[config.mk]
export PLATFORM = sky130hd
export DESIGN_NAME = dbrf_top
export DESIGN_NICKNAME = d
export VERILOG_FILES = /design/src/rtl/dbrf_pkg.sv /design/src/rtl/dbrf_bank.sv /design/src/rtl/dbrf_wr_gate.sv /design/src/rtl/dbrf_top.sv
export SDC_FILE = /design/constraint.sdc
export NUM_CORES = 1
export LEC_CHECK = 0
export BUFFER_PORTS_ARGS = -buffer_cell sky130_fd_sc_hd__buf_2
export CORE_ASPECT_RATIO = 0.5
export CORE_MARGIN = 2
export CORE_UTILIZATION = 55
export CTS_BUF_LIST = sky130_fd_sc_hd__clkbuf_16
export DETAILED_ROUTE_END_ITERATION = 10
export PLACE_DENSITY = 0.78
export SYNTH_ARGS = -nofsm -noshare
export SYNTH_HDL_FRONTEND = slang
export SYNTH_SLANG_ARGS = --single-unit
export TNS_END_PERCENT = 1
[constraint.sdc]
create_clock -name clk -period 5.3 [get_ports clk]
set_input_delay 0.53 -clock clk [delete_from_list [all_inputs] [get_ports clk]]
set_output_delay 0.53 -clock clk [all_outputs]
set_load 0.03 [all_outputs]
[src/rtl/dbrf_pkg.sv]
package dbrf_pkg;

  // Integer write-port operation select
  typedef enum logic [1:0] {
    WM_IDLE   = 2'b00,
    WM_COPY   = 2'b01,
    WM_INVERT = 2'b10,
    WM_RSVD   = 2'b11
  } wr_mode_e;

  localparam int INT_BITS = 32;

endpackage

[src/rtl/dbrf_bank.sv]
// One bank of registers: NRD combinational read ports, one write port,
// entry 0 hardwired to zero on read and protected on write.
module dbrf_bank #(
  parameter int W   = 32,
  parameter int N   = 8,
  parameter int NRD = 2
) (
  input  logic                          clk,
  input  logic                          rst,
  input  logic [NRD-1:0][$clog2(N)-1:0] rd_idx,
  output logic [NRD-1:0][W-1:0]         rd_val,
  input  logic                          wr_en,
  input  logic [$clog2(N)-1:0]          wr_idx,
  input  logic [W-1:0]                  wr_data
);

  localparam int IW = $clog2(N);

  logic [W-1:0] store [N];
  logic         wr_live;

  // Index 0 is never written; it is the constant entry of the bank.
  assign wr_live = wr_en && (wr_idx != IW'(0));

  always_ff @(posedge clk) begin
    if (rst) begin
      for (int e = 0; e < N; e++) begin
        store[e] <= '0;
      end
    end else if (wr_live) begin
      store[wr_idx] <= wr_data;
    end
  end

  for (genvar p = 0; p < NRD; p++) begin : g_rd
    assign rd_val[p] = (rd_idx[p] == IW'(0)) ? '0 : store[rd_idx[p]];
  end

endmodule

[src/rtl/dbrf_wr_gate.sv]
// Turns a requested operation and a condition value into a write enable and
// write data. HAS_INV selects whether the invert operation is built.
module dbrf_wr_gate
  import dbrf_pkg::*;
#(
  parameter int W       = 32,
  parameter int CW      = 32,
  parameter bit HAS_INV = 1'b1
) (
  input  wr_mode_e      mode,
  input  logic [CW-1:0] cond_val,
  input  logic [W-1:0]  src,
  output logic          we,
  output logic [W-1:0]  data
);

  logic cond_ok;
  assign cond_ok = (cond_val == '0);

  if (HAS_INV) begin : g_inv
    always_comb begin
      we   = 1'b0;
      data = src;
      unique case (mode)
        WM_COPY:   begin we = cond_ok; data = src;  end
        WM_INVERT: begin we = cond_ok; data = ~src; end
        default:   begin we = 1'b0;    data = src;  end
      endcase
    end
  end else begin : g_copy_only
    assign we   = (mode == WM_COPY) && cond_ok;
    assign data = src;
  end

endmodule

[src/rtl/dbrf_top.sv]
module dbrf_top
  import dbrf_pkg::*;
#(
  parameter int INT_W = INT_BITS,
  parameter int PTR_W = 48,
  parameter int REGS  = 8
) (
  input  logic                      clk,
  input  logic                      rst,
  input  logic [$clog2(REGS)-1:0]   int_rd_a_idx,
  output logic [INT_W-1:0]          int_rd_a_val,
  input  logic [$clog2(REGS)-1:0]   int_rd_b_idx,
  output logic [INT_W-1:0]          int_rd_b_val,
  input  logic [$clog2(REGS)-1:0]   ptr_rd_a_idx,
  output logic [PTR_W-1:0]          ptr_rd_a_val,
  input  logic [$clog2(REGS)-1:0]   ptr_rd_b_idx,
  output logic [PTR_W-1:0]          ptr_rd_b_val,
  input  logic [1:0]                iw_mode,
  input  logic [$clog2(REGS)-1:0]   iw_dst,
  input  logic [$clog2(REGS)-1:0]   iw_cond,
  input  logic [INT_W-1:0]          iw_data,
  input  logic                      pw_en,
  input  logic [$clog2(REGS)-1:0]   pw_dst,
  input  logic [$clog2(REGS)-1:0]   pw_cond,
  input  logic [PTR_W-1:0]          pw_data
);

  localparam int IW       = $clog2(REGS);
  localparam int INT_PORTS = 4;   // two user reads plus two condition reads
  localparam int PTR_PORTS = 2;

  // Integer bank: ports 0/1 serve the user, 2/3 feed the condition tests.
  logic [INT_PORTS-1:0][IW-1:0]    int_idx;
  logic [INT_PORTS-1:0][INT_W-1:0] int_val;
  logic                            int_we;
  logic [INT_W-1:0]                int_wd;

  logic [PTR_PORTS-1:0][IW-1:0]    ptr_idx;
  logic [PTR_PORTS-1:0][PTR_W-1:0] ptr_val;
  logic                            ptr_we;
  logic [PTR_W-1:0]                ptr_wd;

  wr_mode_e int_mode;
  wr_mode_e ptr_mode;

  assign int_mode = wr_mode_e'(iw_mode);
  assign ptr_mode = pw_en ? WM_COPY : WM_IDLE;

  assign int_idx = {pw_cond, iw_cond, int_rd_b_idx, int_rd_a_idx};
  assign ptr_idx = {ptr_rd_b_idx, ptr_rd_a_idx};

  assign int_rd_a_val = int_val[0];
  assign int_rd_b_val = int_val[1];
  assign ptr_rd_a_val = ptr_val[0];
  assign ptr_rd_b_val = ptr_val[1];

  dbrf_wr_gate #(.W(INT_W), .CW(INT_W), .HAS_INV(1'b1)) int_gate_i (
    .mode     (int_mode),
    .cond_val (int_val[2]),
    .src      (iw_data),
    .we       (int_we),
    .data     (int_wd)
  );

  dbrf_wr_gate #(.W(PTR_W), .CW(INT_W), .HAS_INV(1'b0)) ptr_gate_i (
    .mode     (ptr_mode),
    .cond_val (int_val[3]),
    .src      (pw_data),
    .we       (ptr_we),
    .data     (ptr_wd)
  );

  dbrf_bank #(.W(INT_W), .N(REGS), .NRD(INT_PORTS)) int_bank_i (
    .clk     (clk),
    .rst     (rst),
    .rd_idx  (int_idx),
    .rd_val  (int_val),
    .wr_en   (int_we),
    .wr_idx  (iw_dst),
    .wr_data (int_wd)
  );

  dbrf_bank #(.W(PTR_W), .N(REGS), .NRD(PTR_PORTS)) ptr_bank_i (
    .clk     (clk),
    .rst     (rst),
    .rd_idx  (ptr_idx),
    .rd_val  (ptr_val),
    .wr_en   (ptr_we),
    .wr_idx  (pw_dst),
    .wr_data (ptr_wd)
  );

endmodule

Word level (Yosys, flattened, before mapping)
Memories as Yosys holds them, arrays and structs flattened.
Index checks and enable logic that the tools add are counted.
{"block": "totals", "mem_bits_ro": 0, "n_memories": 2, "in_bits": 109, "elab_cells": 45, "reg_bits": 0, "mem_bits_rw": 640, "latchBits": 0}
{"block": "classes", "bitwise_logic": 1, "n_shift": 0, "magnitude_cmp": 0, "reduce_logical": 16, "eq_ne": 3, "n_mux": 23, "addsub": 0, "mul": 0, "div": 0}
{"memory": "ptr_bank_i.store", "words": 8, "width": 48, "read_ports": 2, "rd_clocked_by_memory_dff": 0, "wr": 8, "line_no": "dbrf_bank.sv:19", "source": "logic [W-1:0] store [N];"}
{"memory": "int_bank_i.store", "words": 8, "width": 32, "read_ports": 4, "rd_clocked_by_memory_dff": 0, "wr": 8, "line_no": "dbrf_bank.sv:19"}
{"operator": "$mux W32", "n": 6}
{"operator": "$mux W48", "n": 3}
{"operator": "$logic_not A32 Y1", "n": 2}
{"operator": "$reduce_or A48 Y1", "n": 1}
{"operator": "$not A32 Y32", "n": 1}
{"operator": "$reduce_or A32 Y1", "n": 1}
{"operator": "$logic_not A3 Y1", "n": 6}
{"operator": "$mux W1", "n": 12}
{"operator": "$mux W3", "n": 2}
{"operator": "$reduce_bool A3 Y1", "n": 2}
{"operator": "$logic_and A1 B1 Y1", "n": 3}
{"operator": "$eq A2 B1 Y1 const B", "n": 1}
{"operator": "$eq A2 B2 Y1 const B", "n": 1}
{"operator": "$reduce_or A2 Y1", "n": 1}
{"operator": "$eq A1 B1 Y1 const B", "n": 1}

Longest topological paths before layout
{"block": "depth", "word_depth": 10, "ltp_mapped": 10, "depth_no_buf": 7}

Modules after synthesis
From an unflattened synthesis, not the netlist that was laid out.
{"block": "unflattened", "hier_cells": 2688, "hier_area_um2": 34295.4}
{"module": "dbrf_bank at ptr_bank_i", "n_inst": 1, "area_each_um2": 17859.6, "cells_each": 1310}
{"module": "dbrf_bank at int_bank_i", "n_inst": 1, "area_each_um2": 15553.7, "cells_each": 1266}
{"module": "dbrf_wr_gate at ptr_gate_i", "n_inst": 1, "area_each_um2": 460.4, "cells_each": 61}
{"module": "dbrf_wr_gate at int_gate_i", "n_inst": 1, "area_each_um2": 417.9, "cells_each": 50}
{"module": "dbrf_top", "n_inst": 1, "area_each_um2": 3.8, "cells_each": 1}

Worst setup path after synthesis
Ideal clock, no wire load.
{"block": "synth_path", "path_kind": "flip-flop to flip-flop", "start": "memory int_bank_i.store[6][30], in the netlist int_bank_i.store[3][30]", "end": "memory int_bank_i.store[4][0], in the netlist int_bank_i.store[2][0] (enable)", "required_time_ns": 4.872, "stages_incl_launch_ff": 11, "t_arrival_ns": 3.918, "n_path_buf": 3, "period_less_slack_ns": 4.346, "setup_slack_ns": 0.954, "cell_sequence": "edfxtp_1 -> nor4_2 -> a41oi_1 -> a21oi_1 -> o32ai_1 -> or4_1 -> o41a_1 -> buf_2 -> buf_6 -> buf_6 -> o21bai_1"}
{"item": "from (decl)", "line_no": "dbrf_bank.sv:19"}

==> summary.md <==
| Metric | Value |
|---|---|
| Outcome | finished clean |
| CTS tree | built |
| Final Max Tran Viols | 0 |
| CTS sink cnt | 592 |
| Final setup vio count | 0 |
| Worst-Skew Late Latency | 600 ps |
| Worst EP arrival | 4300 ps |
| Core Area | 57,000 sq um |
| Maximum clock path buffer count | 3 |
| Sequential Power Share | 50.6% |
| Die ar. | 59,400 sq um |
| CP top delay family | simple AND/OR/NAND/NOR gates |
| P_int | 7850 uW |
| Initial core utilization | 55.4% |
| Maximum vdd drop | 0.000227 V |
| Clock-pin slew on the worst setup and hold paths | 70 ps |
| First-pass GRT wire length | 133 mm |
| Slowest CP cell | o41a_2 |
| Count of flip-flops with a built-in enable after synthesis | 592 |
| Post-route ant nets | 0 |
| Startpoint Class | flop |
| CP max FO | 57 |
| Crit-path cells | nor4_1, nand4_1, nor2_1, o32ai_1, or4_1, o41a_2, buf_4, o21bai_4, buf_4 |
| Layout area overhead | 12.0% |
| P_sw | 2830 uW |
| Worst reg-to-reg setup slack | 1240 ps |
| PD cells | 302 nW/um^2 |
| Die width | 343 microns |
| Placed cells | 3,303 |
| P_leak | 0.0128 uW |
| Post-synth ARST share | 0% |
| Wire length per cell | 25.8 microns |
| Logic pwr share | 13.3% |
| Fmax | 0.246 GHz |
| Crit path to | int_bank_i.store[3][14]$_SDFFCE_PN0P_ |
| Largest net degree at the start of global routing | 97 |
| Gr usage total | 29.3% |
| Hold slack final | 273 ps |
| Synth Flop Type | edfxtp_1 |
| CTS Buf Count | 54 |
| Yosys reg bits | 592 |
| Mapped Area | 31,600 sq um |
| H-tree levels | 2 |
| Critical path capture point type | flop |
| Crit. Startpoint | int_bank_i.store[7][10]$_SDFFCE_PN0P_ |
| Crit path depth | 9 |
| Synth Instances | 2,393 |
| Commonest non-fill, non-tap cell in the layout | edfxtp_1 |
| Worst slew margin | 21.0% |
| R2R cell count | 9 |
| Part of the Yosys area used for sequential elements | 56.3% |
| Tcrit/Tclk final | 76.6% |
| Post-route DRC violation count | 0 |
| Worst path required time | 5540 ps |
| Vias/cell | 6.52 |
| Most frequent cells in the layout | edfxtp_1 (592), and2_1 (336), buf_2 (260), nor3_1 (228), mux4_2 (160) |
| RSZ-0062 raised after global routing | false |
| Row cnt | 62 |
| R2R Path End | int_bank_i.store[3][14]$_SDFFCE_PN0P_ |
| Nets | 2,701 |
| Crit path top cell by count | buf_4 |
| R2R Path Start | int_bank_i.store[7][10]$_SDFFCE_PN0P_ |
| Routed wire length | 87.8 mm |
| Clock skew | 13.9 ps |
| Routability Congestion | 0.901 |
| Crit path buf inv count | 2 |
| Final Util | 62.0% |
| Total number of vias | 22,210 |
| Sum Neg Setup Slack | 0 ps |
| Sw Ratio | 26.5% |
| Postcts setup bufs | 0 |
| Layout cells sized above 1 | 28.3% |
| Warnings from Yosys | 0 |
| Final min period | 4060 ps |
| Hpwl dp | 54.1 mm |
| Root buffer cell | clkbuf_16 |
| Fin cells | 3,408 |
| Hold Path Class | in2reg |
| Clock share of power | 36.1% |
| Setup CP Type | reg2reg |
| Fin. Hold Viols | 0 |
| I/O pin total | 269 |
| Antenna violations before repair | 5 |
| Fillers | 4,250 |
| Post-synth cell types | 52 |
| Initial drt markers | 2,648 |
| IO buf count | 268 |
| Worst path max stage delay | 620 ps |
| Router iterations before antenna repair | 6 |
| Least-Margin Pin Slew | 1180 ps |
| Count of max-cap constraint violations | 0 |
| GRT overflow | 0 |
| Mapped Avg Cell Area | 13.2 sq um |
| Post-CTS sizing | 0 |
| Die height | 173 microns |
| Hold-fix buffers at CTS | 0 |
| Vias in the first global route | 22,405 |
[cells in the mapped netlist, drive strengths merged (7+ instances only)]
cell	n	share of area (%)
edfxtp	592	56
nand3	7	0.11
nand2	101	1.2
inv	81	0.96
nor3	230	3.7
a21oi	90	1.4
nor4	63	1.4
o21bai	7	0.17
a221oi	77	2.1
nand4	13	0.26
and2	336	6.7
nor2	13	0.15
buf	48	1.1
xnor2	32	0.89
mux2	158	5.6
nor2b	8	0.16
a22oi	80	1.9
o21ai	87	1.4
or2	7	0.14
mux4	160	11
clkbuf	164	2.0
[power by group through the flow]
| stage | logic [uW] | registers [uW] | clock network, uW |
|---|---|---|---|
| global route | 1500 | 5420 | 4060 |
| finish | 1420 | 5410 | 3850 |
| CTS | 1410 | 5410 | 3870 |
| global placement | 1380 | 5490 | 0 |
| floorplan | 955 | 5470 | 0 |
| detailed placement | 1400 | 5510 | 0 |
[kinds of logic after synthesis]
group / synth area share, %
AO/OA/AOI/OAI: 7.42
XOR/XNOR: 0.888
adder cells (fa/ha/maj): 0.0396
buffers and inverters: 4.02
flip-flops: 56.3
multiplexers: 17.1
other: 0.0119
AND/OR/NAND/NOR: 14.2
[how the worst min path moves through the flow]
stage                      startpoint                               endpoint  cells past startpoint
final                     pw_data[45]  ptr_bank_i.store[2][45]$_SDFFCE_PN0P_                      2
after global routing      pw_data[44]  ptr_bank_i.store[1][44]$_SDFFCE_PN0P_                      2
after CTS                 pw_data[45]  ptr_bank_i.store[2][45]$_SDFFCE_PN0P_                      2
after detailed placement  pw_data[21]  ptr_bank_i.store[7][21]$_SDFFCE_PN0P_                      2
after global placement    pw_data[45]  ptr_bank_i.store[2][45]$_SDFFCE_PN0P_                      2
after floorplan            pw_data[0]   ptr_bank_i.store[1][0]$_SDFFCE_PN0P_                      1
[routing by layer]
layer,share of wire [%],vias to the layer above,track usage (%)
li1,-,9641,-
met1,36,11001,38.3
met2,50,1350,48.9
met3,9.9,216,5.50
met4,4.0,2,11.3
met5,0.015,-,0
[per-stage QoR]
step	instance area, sq um	power [uW]	setup slack (ps)
6_report	35300	10700	1240
5_1_grt	35300	11000	1030
4_1_cts	35300	10700	1320
3_5_place_dp	33600	6910	1340
3_3_place_gp	33600	6870	1410
2_1_floorplan	31700	6420	954
[flip-flops by register name, summed over array words and instances (netlist names)]
register,flops
int_bank_i.store,256
ptr_bank_i.store,336
[area by class of cell]
class	instances	area, sq um	share of cell area, %
Timing Repair Buffer	323	1820	5.16
Clock buffer	55	1380	3.89
Inverter	82	308	0.871
Clock inverter	46	317	0.896
Antenna cell	4	10.0	0.0283
Multi-Input combinational cell	1538	12800	36.1
Sequential cell	592	17800	50.3
Tap cell	768	961	2.72
Note: power is estimated with default switching activity, not from simulation.
